===== src/rtl/tcm_xfer_pkg.sv =====
package tcm_xfer_pkg;

  localparam int NUM_CH = 2;

  typedef enum logic [1:0] {
    CFG_TCM_ADDR = 2'd0,
    CFG_EXT_ADDR = 2'd1,
    CFG_COUNT    = 2'd2,
    CFG_DIR      = 2'd3
  } cfg_sel_e;

  typedef enum logic [2:0] {
    SQ_IDLE,
    SQ_TCM_RD,
    SQ_TCM_CAP,
    SQ_EXT_REQ,
    SQ_EXT_RSP,
    SQ_TCM_WR
  } sq_state_e;

endpackage


===== src/rtl/xfer_chan_regs.sv =====
module xfer_chan_regs
  import tcm_xfer_pkg::*;
#(
  parameter int TCM_AW = 12,
  parameter int EXT_AW = 29,
  parameter int LEN_W  = 16,
  parameter int CFG_W  = 32
) (
  input  logic              clk,
  input  logic              rst_n,
  input  logic              cfg_we,
  input  cfg_sel_e          cfg_sel,
  input  logic [CFG_W-1:0]  cfg_wdata,
  input  logic              start,
  input  logic              clear,
  input  logic              launch,
  input  logic              step,
  input  logic              fail,
  output logic [TCM_AW-1:0] tcm_addr,
  output logic [EXT_AW-1:0] ext_addr,
  output logic [LEN_W-1:0]  remain,
  output logic              to_tcm,
  output logic              pending,
  output logic              busy,
  output logic              done,
  output logic              err
);

  logic locked;
  logic unused_cfg_bits;

  assign locked          = busy | pending;
  assign unused_cfg_bits = ^cfg_wdata;

  always_ff @(posedge clk) begin
    if (!rst_n) begin
      tcm_addr <= '0;
      ext_addr <= '0;
      remain   <= '0;
      to_tcm   <= 1'b0;
      pending  <= 1'b0;
      busy     <= 1'b0;
      done     <= 1'b0;
      err      <= 1'b0;
    end else begin
      if (cfg_we && !locked) begin
        case (cfg_sel)
          CFG_TCM_ADDR: tcm_addr <= cfg_wdata[TCM_AW-1:0];
          CFG_EXT_ADDR: ext_addr <= cfg_wdata[EXT_AW-1:0];
          CFG_COUNT:    remain   <= cfg_wdata[LEN_W-1:0];
          default:      to_tcm   <= cfg_wdata[0];
        endcase
      end
      if (start && !locked && remain != '0) begin
        pending <= 1'b1;
        done    <= 1'b0;
        err     <= 1'b0;
      end
      if (clear) begin
        done <= 1'b0;
        err  <= 1'b0;
      end
      if (launch) begin
        pending <= 1'b0;
        busy    <= 1'b1;
      end
      if (step) begin
        remain   <= remain - 1'b1;
        tcm_addr <= tcm_addr + 1'b1;
        ext_addr <= ext_addr + 1'b1;
        if (remain == LEN_W'(1)) begin
          busy <= 1'b0;
          done <= 1'b1;
        end
      end
      if (fail) begin
        busy <= 1'b0;
        err  <= 1'b1;
      end
    end
  end

  // completion flag is sticky until cleared or restarted
  p_done_sticky_r7: assert property (@(posedge clk) disable iff (!rst_n)
    (done && !clear && !start) |=> done);

  // while running, the count only holds or drops by one
  p_remain_step_r6: assert property (@(posedge clk) disable iff (!rst_n)
    ($past(busy) && busy) |->
      (remain == $past(remain) || remain == LEN_W'($past(remain) - 1'b1)));

endmodule


===== src/rtl/tcm_port_arb.sv =====
module tcm_port_arb #(
  parameter int TCM_AW = 12,
  parameter int DATA_W = 64
) (
  input  logic              cpu_req,
  input  logic              cpu_we,
  input  logic [TCM_AW-1:0] cpu_addr,
  input  logic [DATA_W-1:0] cpu_wdata,
  input  logic              dma_req,
  input  logic              dma_we,
  input  logic [TCM_AW-1:0] dma_addr,
  input  logic [DATA_W-1:0] dma_wdata,
  output logic              dma_gnt,
  output logic              tcm_en,
  output logic              tcm_we,
  output logic [TCM_AW-1:0] tcm_addr,
  output logic [DATA_W-1:0] tcm_wdata
);

  assign dma_gnt   = dma_req & ~cpu_req;
  assign tcm_en    = cpu_req | dma_req;
  assign tcm_we    = cpu_req ? cpu_we    : (dma_req & dma_we);
  assign tcm_addr  = cpu_req ? cpu_addr  : dma_addr;
  assign tcm_wdata = cpu_req ? cpu_wdata : dma_wdata;

endmodule


===== src/rtl/xfer_sequencer.sv =====
module xfer_sequencer
  import tcm_xfer_pkg::*;
#(
  parameter int TCM_AW = 12,
  parameter int EXT_AW = 29,
  parameter int LEN_W  = 16,
  parameter int DATA_W = 64
) (
  input  logic                         clk,
  input  logic                         rst_n,
  input  logic [NUM_CH-1:0]            pending,
  input  logic [NUM_CH-1:0][TCM_AW-1:0] ch_tcm_addr,
  input  logic [NUM_CH-1:0][EXT_AW-1:0] ch_ext_addr,
  input  logic [NUM_CH-1:0][LEN_W-1:0]  ch_remain,
  input  logic [NUM_CH-1:0]            ch_to_tcm,
  output logic [NUM_CH-1:0]            launch,
  output logic [NUM_CH-1:0]            step,
  output logic [NUM_CH-1:0]            fail,
  output logic                         dma_req,
  output logic                         dma_we,
  output logic [TCM_AW-1:0]            dma_addr,
  output logic [DATA_W-1:0]            dma_wdata,
  input  logic                         dma_gnt,
  input  logic [DATA_W-1:0]            tcm_rdata,
  output logic                         ext_req_valid,
  input  logic                         ext_req_ready,
  output logic                         ext_req_write,
  output logic [EXT_AW-1:0]            ext_req_addr,
  output logic [DATA_W-1:0]            ext_req_wdata,
  input  logic                         ext_rsp_valid,
  output logic                         ext_rsp_ready,
  input  logic [DATA_W-1:0]            ext_rsp_rdata,
  input  logic                         ext_rsp_err
);

  sq_state_e         state, nxt;
  logic              act, pick;
  logic [NUM_CH-1:0] act_oh;
  logic [DATA_W-1:0] hold_q;
  logic              last;
  logic              dir_in;

  assign pick   = ~pending[0];
  assign act_oh = act ? 2'b10 : 2'b01;
  assign last   = (ch_remain[act] == LEN_W'(1));
  assign dir_in = ch_to_tcm[act];

  assign dma_addr      = ch_tcm_addr[act];
  assign dma_wdata     = hold_q;
  assign ext_req_addr  = ch_ext_addr[act];
  assign ext_req_wdata = hold_q;
  assign ext_req_write = ~dir_in;

  always_comb begin
    nxt           = state;
    launch        = '0;
    step          = '0;
    fail          = '0;
    dma_req       = 1'b0;
    dma_we        = 1'b0;
    ext_req_valid = 1'b0;
    ext_rsp_ready = 1'b0;
    case (state)
      SQ_IDLE: begin
        if (|pending) begin
          launch = pick ? 2'b10 : 2'b01;
          nxt    = ch_to_tcm[pick] ? SQ_EXT_REQ : SQ_TCM_RD;
        end
      end
      SQ_TCM_RD: begin
        dma_req = 1'b1;
        if (dma_gnt) nxt = SQ_TCM_CAP;
      end
      SQ_TCM_CAP: nxt = SQ_EXT_REQ;
      SQ_EXT_REQ: begin
        ext_req_valid = 1'b1;
        if (ext_req_ready) nxt = SQ_EXT_RSP;
      end
      SQ_EXT_RSP: begin
        ext_rsp_ready = 1'b1;
        if (ext_rsp_valid) begin
          if (ext_rsp_err) begin
            fail = act_oh;
            nxt  = SQ_IDLE;
          end else if (dir_in) begin
            nxt = SQ_TCM_WR;
          end else begin
            step = act_oh;
            nxt  = last ? SQ_IDLE : SQ_TCM_RD;
          end
        end
      end
      SQ_TCM_WR: begin
        dma_req = 1'b1;
        dma_we  = 1'b1;
        if (dma_gnt) begin
          step = act_oh;
          nxt  = last ? SQ_IDLE : SQ_EXT_REQ;
        end
      end
      default: nxt = SQ_IDLE;
    endcase
  end

  always_ff @(posedge clk) begin
    if (!rst_n) begin
      state  <= SQ_IDLE;
      act    <= 1'b0;
      hold_q <= '0;
    end else begin
      state <= nxt;
      if (state == SQ_IDLE && |pending) act <= pick;
      if (state == SQ_TCM_CAP) hold_q <= tcm_rdata;
      if (state == SQ_EXT_RSP && ext_rsp_valid && dir_in) hold_q <= ext_rsp_rdata;
    end
  end

  // a stalled request keeps its payload
  p_req_hold_r9: assert property (@(posedge clk) disable iff (!rst_n)
    (ext_req_valid && !ext_req_ready) |=>
      (ext_req_valid && $stable(ext_req_addr) && $stable(ext_req_wdata)
       && $stable(ext_req_write)));

  // a TCM request refused because of the CPU waits unchanged
  p_dma_wait_r5: assert property (@(posedge clk) disable iff (!rst_n)
    (dma_req && !dma_gnt) |=> (dma_req && $stable(dma_addr) && $stable(dma_we)));

  // an error response ends the run with no request after it
  p_err_stop_r8: assert property (@(posedge clk) disable iff (!rst_n)
    (ext_rsp_valid && ext_rsp_ready && ext_rsp_err) |=> !ext_req_valid);

endmodule


===== src/rtl/tcm_xfer_engine.sv =====
module tcm_xfer_engine
  import tcm_xfer_pkg::*;
#(
  parameter int TCM_AW = 12,
  parameter int EXT_AW = 29,
  parameter int LEN_W  = 16,
  parameter int DATA_W = 64,
  parameter int CFG_W  = 32
) (
  input  logic                    clk,
  input  logic                    rst_n,
  input  logic                    cfg_we,
  input  logic                    cfg_ch,
  input  logic [1:0]              cfg_sel,
  input  logic [CFG_W-1:0]        cfg_wdata,
  input  logic [1:0]              start,
  input  logic [1:0]              clear,
  output logic [1:0]              stat_busy,
  output logic [1:0]              stat_done,
  output logic [1:0]              stat_err,
  output logic [2*LEN_W-1:0]      stat_remain,
  output logic                    irq,
  input  logic                    cpu_req,
  input  logic                    cpu_we,
  input  logic [TCM_AW-1:0]       cpu_addr,
  input  logic [DATA_W-1:0]       cpu_wdata,
  output logic [DATA_W-1:0]       cpu_rdata,
  output logic                    tcm_en,
  output logic                    tcm_we,
  output logic [TCM_AW-1:0]       tcm_addr,
  output logic [DATA_W-1:0]       tcm_wdata,
  input  logic [DATA_W-1:0]       tcm_rdata,
  output logic                    ext_req_valid,
  input  logic                    ext_req_ready,
  output logic                    ext_req_write,
  output logic [EXT_AW-1:0]       ext_req_addr,
  output logic [DATA_W-1:0]       ext_req_wdata,
  input  logic                    ext_rsp_valid,
  output logic                    ext_rsp_ready,
  input  logic [DATA_W-1:0]       ext_rsp_rdata,
  input  logic                    ext_rsp_err
);

  logic [NUM_CH-1:0][TCM_AW-1:0] ch_tcm;
  logic [NUM_CH-1:0][EXT_AW-1:0] ch_ext;
  logic [NUM_CH-1:0][LEN_W-1:0]  ch_remain;
  logic [NUM_CH-1:0] ch_to_tcm, ch_pending, ch_busy, ch_done, ch_err;
  logic [NUM_CH-1:0] launch, step, fail;
  logic              dma_req, dma_we, dma_gnt;
  logic [TCM_AW-1:0] dma_addr;
  logic [DATA_W-1:0] dma_wdata;

  for (genvar g = 0; g < NUM_CH; g++) begin : g_chan
    xfer_chan_regs #(
      .TCM_AW(TCM_AW), .EXT_AW(EXT_AW), .LEN_W(LEN_W), .CFG_W(CFG_W)
    ) chan_i (
      .clk      (clk),
      .rst_n    (rst_n),
      .cfg_we   (cfg_we && (cfg_ch == 1'(g))),
      .cfg_sel  (cfg_sel_e'(cfg_sel)),
      .cfg_wdata(cfg_wdata),
      .start    (start[g]),
      .clear    (clear[g]),
      .launch   (launch[g]),
      .step     (step[g]),
      .fail     (fail[g]),
      .tcm_addr (ch_tcm[g]),
      .ext_addr (ch_ext[g]),
      .remain   (ch_remain[g]),
      .to_tcm   (ch_to_tcm[g]),
      .pending  (ch_pending[g]),
      .busy     (ch_busy[g]),
      .done     (ch_done[g]),
      .err      (ch_err[g])
    );
  end

  xfer_sequencer #(
    .TCM_AW(TCM_AW), .EXT_AW(EXT_AW), .LEN_W(LEN_W), .DATA_W(DATA_W)
  ) seq_i (
    .clk          (clk),
    .rst_n        (rst_n),
    .pending      (ch_pending),
    .ch_tcm_addr  (ch_tcm),
    .ch_ext_addr  (ch_ext),
    .ch_remain    (ch_remain),
    .ch_to_tcm    (ch_to_tcm),
    .launch       (launch),
    .step         (step),
    .fail         (fail),
    .dma_req      (dma_req),
    .dma_we       (dma_we),
    .dma_addr     (dma_addr),
    .dma_wdata    (dma_wdata),
    .dma_gnt      (dma_gnt),
    .tcm_rdata    (tcm_rdata),
    .ext_req_valid(ext_req_valid),
    .ext_req_ready(ext_req_ready),
    .ext_req_write(ext_req_write),
    .ext_req_addr (ext_req_addr),
    .ext_req_wdata(ext_req_wdata),
    .ext_rsp_valid(ext_rsp_valid),
    .ext_rsp_ready(ext_rsp_ready),
    .ext_rsp_rdata(ext_rsp_rdata),
    .ext_rsp_err  (ext_rsp_err)
  );

  tcm_port_arb #(.TCM_AW(TCM_AW), .DATA_W(DATA_W)) arb_i (
    .cpu_req  (cpu_req),
    .cpu_we   (cpu_we),
    .cpu_addr (cpu_addr),
    .cpu_wdata(cpu_wdata),
    .dma_req  (dma_req),
    .dma_we   (dma_we),
    .dma_addr (dma_addr),
    .dma_wdata(dma_wdata),
    .dma_gnt  (dma_gnt),
    .tcm_en   (tcm_en),
    .tcm_we   (tcm_we),
    .tcm_addr (tcm_addr),
    .tcm_wdata(tcm_wdata)
  );

  assign cpu_rdata   = tcm_rdata;
  assign stat_busy   = ch_busy;
  assign stat_done   = ch_done;
  assign stat_err    = ch_err;
  assign stat_remain = ch_remain;
  assign irq         = |(ch_done | ch_err);

  // channels never run together
  p_one_active_r3: assert property (@(posedge clk) disable iff (!rst_n)
    $onehot0(ch_busy));

endmodule


===== config.mk =====
export PLATFORM = sky130hd
export DESIGN_NAME = tcm_xfer_engine
export DESIGN_NICKNAME = d
export VERILOG_FILES = /design/src/rtl/tcm_xfer_pkg.sv /design/src/rtl/xfer_chan_regs.sv /design/src/rtl/tcm_port_arb.sv /design/src/rtl/xfer_sequencer.sv /design/src/rtl/tcm_xfer_engine.sv
export SDC_FILE = /design/constraint.sdc
export NUM_CORES = 1
export LEC_CHECK = 0
export CORE_AREA = 3 3 203 205
export DETAILED_ROUTE_END_ITERATION = 6
export DIE_AREA = 0 0 206 208
export GPL_ROUTABILITY_DRIVEN = 0
export HOLD_SLACK_MARGIN = 0.05
export PLACE_DENSITY = 0.58
export SYNTH_ARGS = -nofsm -noshare
export SYNTH_HDL_FRONTEND = slang
export SYNTH_SLANG_ARGS = --single-unit

===== constraint.sdc =====
create_clock -name clk -period 4.4 [get_ports clk]
set_input_delay 0.88 -clock clk [delete_from_list [all_inputs] [get_ports clk]]
set_output_delay 0.88 -clock clk [all_outputs]
set_load 0.01 [all_outputs]

==> impl_results.md, run 1 <==
- Max-cap viol count: 0
- Post-synth top area share: 0.329
- Post-route minimum period: 3.54 ns
- Synth warn: 0
- Worst hold slack: 0.473 ns
- Multi-input gate area: 0.00687 sq mm
- Critical-path maximum fanout: 20
- Share of cells above drive strength 1: 0.0998
- Maximum resistive drop on vdd: 0.289 mV
- H-tree depth: 4
- Syn_nets: 1721
- Mux contribution to synthesized area: 0.108
- R2R Path Start: seq_i.act
- Cell leakage power: 5.98 nW
- 1st-pass router iterations: 6
- Total Power: 5.86 mW
- Setup-failing EPs final: 0
- Worst Reg2Reg Path Length in Cells: 7
- Cell variety after synth: 74
- Setup TNS: 0 ns
- Final hold violations: 0
- Hold wc startpoint: seq_i.dma_wdata[34]
- XOR/XNOR share of the synthesized area: 0.00525
- Outcome: finished, final reports clean
- Synth top cells by count: dfxtp_1 (192), a21oi_1 (171), nand2_1 (157)
- Mapped Area: 0.0117 sq mm
- CTS resizes: 0
- Num CTS Buffers: 17
- Worst-Margin Slew: 1.30 ns
- Worst R2R Setup Slack: 1.45 ns
- Largest net degree at the start of global routing: 65
- Pwr/cell area: 332 mW/mm^2
- Adder-Cell Fraction of Synth Area: 0.0107
- Worst EP required: 3.52 ns
- Routed vias: 13700
- R2R Path End: g_chan[0].chan_i.ext_addr[27]
- RSZ-0062 raised after global routing: no
- Rel. slew slack: 0.125
- CTS tree: built
- CP startpoint kind: flop
- Die Ht: 208 um
- Max incr delay on CP: 0.70 ns
- FFs w/ async S/R, synth: 0
- Vias in the first global route: 13100
- Worst setup path class: reg2out
- Main flop type after synthesis: dfxtp_1
- Antenna violations before repair: 20
- IO buf count: 524
- Register area: 0.00384 sq mm
- Post-CTS setup buffers: 0
- Worst setup EP type: output port
- Post-synthesis sequential area ratio: 0.329
- Synth Area in Simple Gates: 0.208
- Via/cell ratio: 5.65
- Placed cells: 2377
- Remaining antenna violation count: 0
- Max Transition Viols Final: 0
- Site Rows: 73
- Die area: 0.0428 sq mm
- # clock sinks: 192
- Ratio of final minimum period to clock period: 0.805
- First-pass GRT wire length: 92600 um
- Cell taking the most area after synthesis: dfxtp_1
- Drt total wl: 64400 um
- Hold Path Depth: 2
- Fillers: 3989
- Hold endpoint: seq_i.dma_wdata[34]
- Clock Latency Late Sink: 0.46 ns
- Max clock buf depth: 2
- Initial DRC Count: 1368
- Total Nets Final: 2132
- Final cell count without fillers: 2419
- Clk_skew: 0.0139 ns
- Top cells by area, synth: dfxtp_1 (33%), mux2_2 (9.1%), a21oi_1 (7.3%)
- Hold buffers post-CTS: 0
- Syn_area_per_cell: 8.01 sq um
- Count leader, synth: dfxtp_1
- Total track usage: 0.291
- Hold crit path type: reg2reg
- Synth Area in Compound Gates: 0.254
- Clk slew on worst S/H paths: 0.08 ns
- DRC Markers: 0
- Root buf cell: clkbuf_16
- Post-synth EDFFs: 0
- WL/cell: 26.6 um
- Worst path cell trace: buf_4 > mux2i_1 > clkdlybuf4s50_1
- Synthesis-to-finish area growth: 50.9%
- Combinational family with the most area after synthesis: compound AO/OA/AOI/OAI gates
- CORE AREA: 0.0396 sq mm
- Total gr overflow: 0
- #FFs+latches synth: 192
- Width of the die: 206 um
- Critical-path top delay cell: dfxtp_2
- Fin util: 0.445
- Hpwl dp: 50000 um
- Starting Density: 0.295
- I/O pin cnt: 528
- Max frequency: 0.282 GHz
- Synth Instances: 1460
- Worst EP arrival: 2.66 ns
## state kept, by name, summed over array words and instances (netlist names)
signal	count
seq_i.dma_wdata	64
g_chan.chan_i.ext_addr	58
g_chan.chan_i.remain	32
g_chan.chan_i.tcm_addr	24
seq_i.state	3
g_chan.chan_i.busy	2
g_chan.chan_i.done	2
g_chan.chan_i.err	2
g_chan.chan_i.pending	2
g_chan.chan_i.to_tcm	2
seq_i.act	1
## worst max-delay path, delay by kind of cell (launching register included)
family                 cells  cell delay (ns)
buffers and inverters      2             1.03
flip-flops                 1             0.70
multiplexers               1             0.47
## final cells by class
type / instances / area share
Antenna cell: 10 / 0.00142
Sequential cell: 192 / 0.218
Clock buffer: 18 / 0.0249
Multi-Input combinational cell: 1076 / 0.389
Clock inverter: 14 / 0.00837
Inverter: 25 / 0.00546
Tap cell: 525 / 0.0373
Timing Repair Buffer: 559 / 0.315
## power by group
| part | switching [mW] | internal (mW) |
|---|---|---|
| clock | 0.813 | 0.818 |
| combinational | 1.05 | 1.02 |
| sequential | 0.247 | 1.91 |
## metrics by stage
stage	cell area (sq um)	worst slack, ns
2_1_floorplan	11700	1.63
3_3_place_gp	17000	0.904
3_5_place_dp	17000	0.901
4_1_cts	17600	0.834
5_1_grt	17600	0.761
6_report	17600	0.859
## logic make-up after synthesis
kind of cell    after synthesis
simple gates                478
compound gates              467
buf+inv                     192
xor+xnor                      7
flops                       192
fa+ha+maj                    10
mux                         114
## how the worst max path moves through the flow
stage / start / to / cells after the start
finish: seq_i.act / ext_req_write / 3
global route: seq_i.act / ext_req_write / 3
CTS: seq_i.act / ext_req_write / 3
detailed placement: ext_rsp_err / g_chan[1].chan_i.remain[11] / 6
global placement: ext_rsp_err / g_chan[1].chan_i.tcm_addr[9] / 7
floorplan: cpu_req / tcm_wdata[0] / 3
## placed cells by master, fill, tap and decap left out, drive strengths merged, types with 18 or more instances in the layout
cell and count:
nor3 36, clkbuf 18, buf 36, nand2 157
a31oi 25, dfxtp 192, nand3 53, mux2i 20
nor4 24, inv 31, and3 18, o21ai 76
a21oi 171, a211oi 21, nor2 83, nand4 26
mux2 94, clkdlybuf4s50 523, a22oi 76
## layer usage
| metal | track usage | part of all wire | routed length (um) | vias up |
|---|---|---|---|---|
| met5 | 0 | 0.0028 | 180 | - |
| met2 | 0.451 | 0.45 | 29100 | 665 |
| met1 | 0.382 | 0.41 | 26600 | 6625 |
| met3 | 0.116 | 0.12 | 7460 | 84 |
| met4 | 0.0637 | 0.017 | 1110 | 24 |
| li1 | - | - | - | 6261 |
Note: power is estimated with default switching activity, not from simulation.
==> run 2: changes to the inputs <==
- CORE_AREA: 3 3 203 205 -> 3 3 201 203
- DIE_AREA: 0 0 206 208 -> 0 0 204 206
- PLACE_DENSITY: 0.58 -> 0.59
- clock period: 4.4 -> 3.4 ns (I/O delays scaled with it)
==> impl_results.md, run 2 (synthesis gave the netlist of run 1 again) <==
- Largest register FFs: 64 (unchanged)
- Met2 WL: 28500 um (was 29100 um)
- H-tree depth: 4 (unchanged)
- First-pass GRT wire length: 89800 um (was 92600 um)
- Share of cells above drive strength 1: 0.107 (was 0.0998)
- Worst Reg2Reg Path Length in Cells: 6 (was 7)
- Fillers: 3807 (was 3989)
- CORE AREA: 0.0386 sq mm (was 0.0396 sq mm)
- Worst R2R Setup Slack: 0.83 ns (was 1.45 ns)
- IO buf count: 524 (unchanged)
- CP startpoint kind: input pin (was flop)
- CTS resizes: 0 (unchanged)
- DRT met1 WL: 26700 um (was 26600 um)
- Largest net degree at the start of global routing: 65 (unchanged)
- Detail Route met3 WL: 7010 um (was 7460 um)
- Drt total wl: 63900 um (was 64400 um)
- Starting Density: 0.302 (was 0.295)
- Remaining antenna violation count: 0 (unchanged)
- RSZ-0062 raised after global routing: no (unchanged)
- Worst hold slack: 0.472 ns (was 0.473 ns)
- Worst setup path class: in2out (was reg2out)
- CTS tree: built (unchanged)
- Ratio of final minimum period to clock period: 0.904
- R2R Path Start: seq_i.state[0] (was seq_i.act)
- Most common cell after layout, fill and taps aside: clkdlybuf4s50_1 (unchanged)
- Rel. slew slack: 0.349 (was 0.125)
- Worst EP arrival: 2.39 ns (was 2.66 ns)
- Max Transition Viols Final: 0 (unchanged)
- Outcome: finished, final reports clean (unchanged)
- Die area: 0.0420 sq mm (was 0.0428 sq mm)
- Commonest cells after routing, fill and taps aside: clkdlybuf4s50_1 (523), dfxtp_1 (191), a21oi_1 (170) (unchanged)
- Max frequency: 0.325 GHz
- Total Nets Final: 2149 (was 2132)
- Setup-failing EPs final: 0 (unchanged)
- Uppermost routed layer: met5 (unchanged)
- Total track usage: 0.290 (was 0.291)
- WL/cell: 26.4 um (was 26.6 um)
- Via/cell ratio: 5.65 (about the same)
- Hold buffers post-CTS: 0 (unchanged)
- Width of the die: 204 um (was 206 um)
- Num CTS Buffers: 17 (unchanged)
- Vias in the first global route: 13000 (was 13100)
- Root buf cell: clkbuf_16 (unchanged)
- 1st-pass router iterations: 5 (was 6)
- Routed vias: 13700 (about the same)
- Die Ht: 206 um (was 208 um)
- Hold Path Depth: 2 (unchanged)
- DRC Markers: 0 (unchanged)
- Initial DRC Count: 1225 (was 1368)
- Hold endpoint: seq_i.dma_wdata[52] (was seq_i.dma_wdata[34])
- Post-route minimum period: 3.07 ns
- Site Rows: 72 (was 73)
- Hpwl dp: 50100 um (was 50000 um)
- Worst setup EP type: output port (unchanged)
- Cell leakage power: 6.10 nW (was 5.98 nW)
- Clk_skew: 0.0126 ns (was 0.0139 ns)
- Total gr overflow: 0 (unchanged)
- R2R Path End: g_chan[0].chan_i.ext_addr[3] (was g_chan[0].chan_i.ext_addr[27])
- Hold wc startpoint: seq_i.dma_wdata[52] (was seq_i.dma_wdata[34])
- Setup TNS: 0 ns (unchanged)
- Final hold violations: 0 (unchanged)
- Worst-Margin Slew: 0.967 ns (was 1.30 ns)
- Maximum resistive drop on vdd: 0.434 mV (was 0.289 mV)
- Max clock buf depth: 2 (unchanged)
- # clock sinks: 192 (unchanged)
- Synthesis-to-finish area growth: 52.3% (was 50.9%)
- Post-CTS setup buffers: 0 (unchanged)
- I/O pin cnt: 528 (unchanged)
- Pwr/cell area: 434 mW/mm^2 (was 332 mW/mm^2)
- Max-cap viol count: 0 (unchanged)
- Critical-path maximum fanout: 46 (was 20)
- Worst EP required: 2.72 ns (was 3.52 ns)
- Clk slew on worst S/H paths: 0.07 ns (was 0.08 ns)
- Antenna violations before repair: 16 (was 20)
- Hold crit path type: reg2reg (unchanged)
- Clock Latency Late Sink: 0.45 ns (was 0.46 ns)
run 2: changes by cell type in the layout (fill, tap and decap cells not counted):
cell,change
bufinv_16,+3
clkbuf_1,+2
buf_12,+3
inv_6,+1
buf_4,+14
clkinvlp_4,-2
clkbuf_8,-1
diode_2,-7
inv_8,-5
clkinv_2,+2
run 2: how the worst max path moves through the flow:
stage	cells after the start	slack, ns	from	endpoint
floorplan	3	1.03	cpu_req	tcm_wdata[0]
global placement	8	0.31	ext_rsp_err	g_chan[0].chan_i.ext_addr[3]
detailed placement	7	0.29	ext_rsp_valid	g_chan[1].chan_i.remain[15]
CTS	4	0.32	cpu_req	tcm_wdata[2]
global route	3	0.17	seq_i.state[1]	ext_req_valid
finish	4	0.33	cpu_req	tcm_wdata[2]
run 2: per-stage QoR:
step / power, mW / util / instances / instance area, sq um / setup slack, ns
floorplan: 4.02 / - / 1460 / 11700 / 1.03
global placement: 5.48 / 0.444 / 2387 / 17200 / 0.315
detailed placement: 5.50 / 0.444 / 2387 / 17200 / 0.291
CTS: 7.72 / 0.460 / 2419 / 17800 / 0.320
global route: 8.02 / 0.460 / 2420 / 17800 / 0.170
finish: 7.72 / 0.461 / 2422 / 17800 / 0.326
run 2: layer usage:
metal  vias up  global-route usage
met2       688               0.442
li1       6284                   -
met4        20              0.0789
met3        97               0.102
met1      6598               0.389
met5         -                   0
run 2: final cells by class:
type                            instances  area, sq um  area share
Multi-Input combinational cell       1076         6870       0.386
Clock buffer                           19          433      0.0243
Tap cell                              518          648      0.0364
Sequential cell                       192         3840       0.216
Clock inverter                         13          185      0.0104
Antenna cell                            3         7.51    0.000422
Timing Repair Buffer                  576         5720       0.321
Inverter                               25         96.3     0.00541
run 2: power by group:
| group | total [mW] | internal, mW | switching [mW] |
|---|---|---|---|
| combinational | 2.72 | 1.34 | 1.38 |
| clock | 2.23 | 1.24 | 0.989 |
| sequential | 2.78 | 2.47 | 0.310 |
| total | 7.72 | 5.04 | 2.68 |
run 2: worst max-delay path, stage by stage:
cell and delay [ns]:
buf_4 0.55, buf_4 0.29, mux2_2 0.35, clkdlybuf4s50_1 0.50
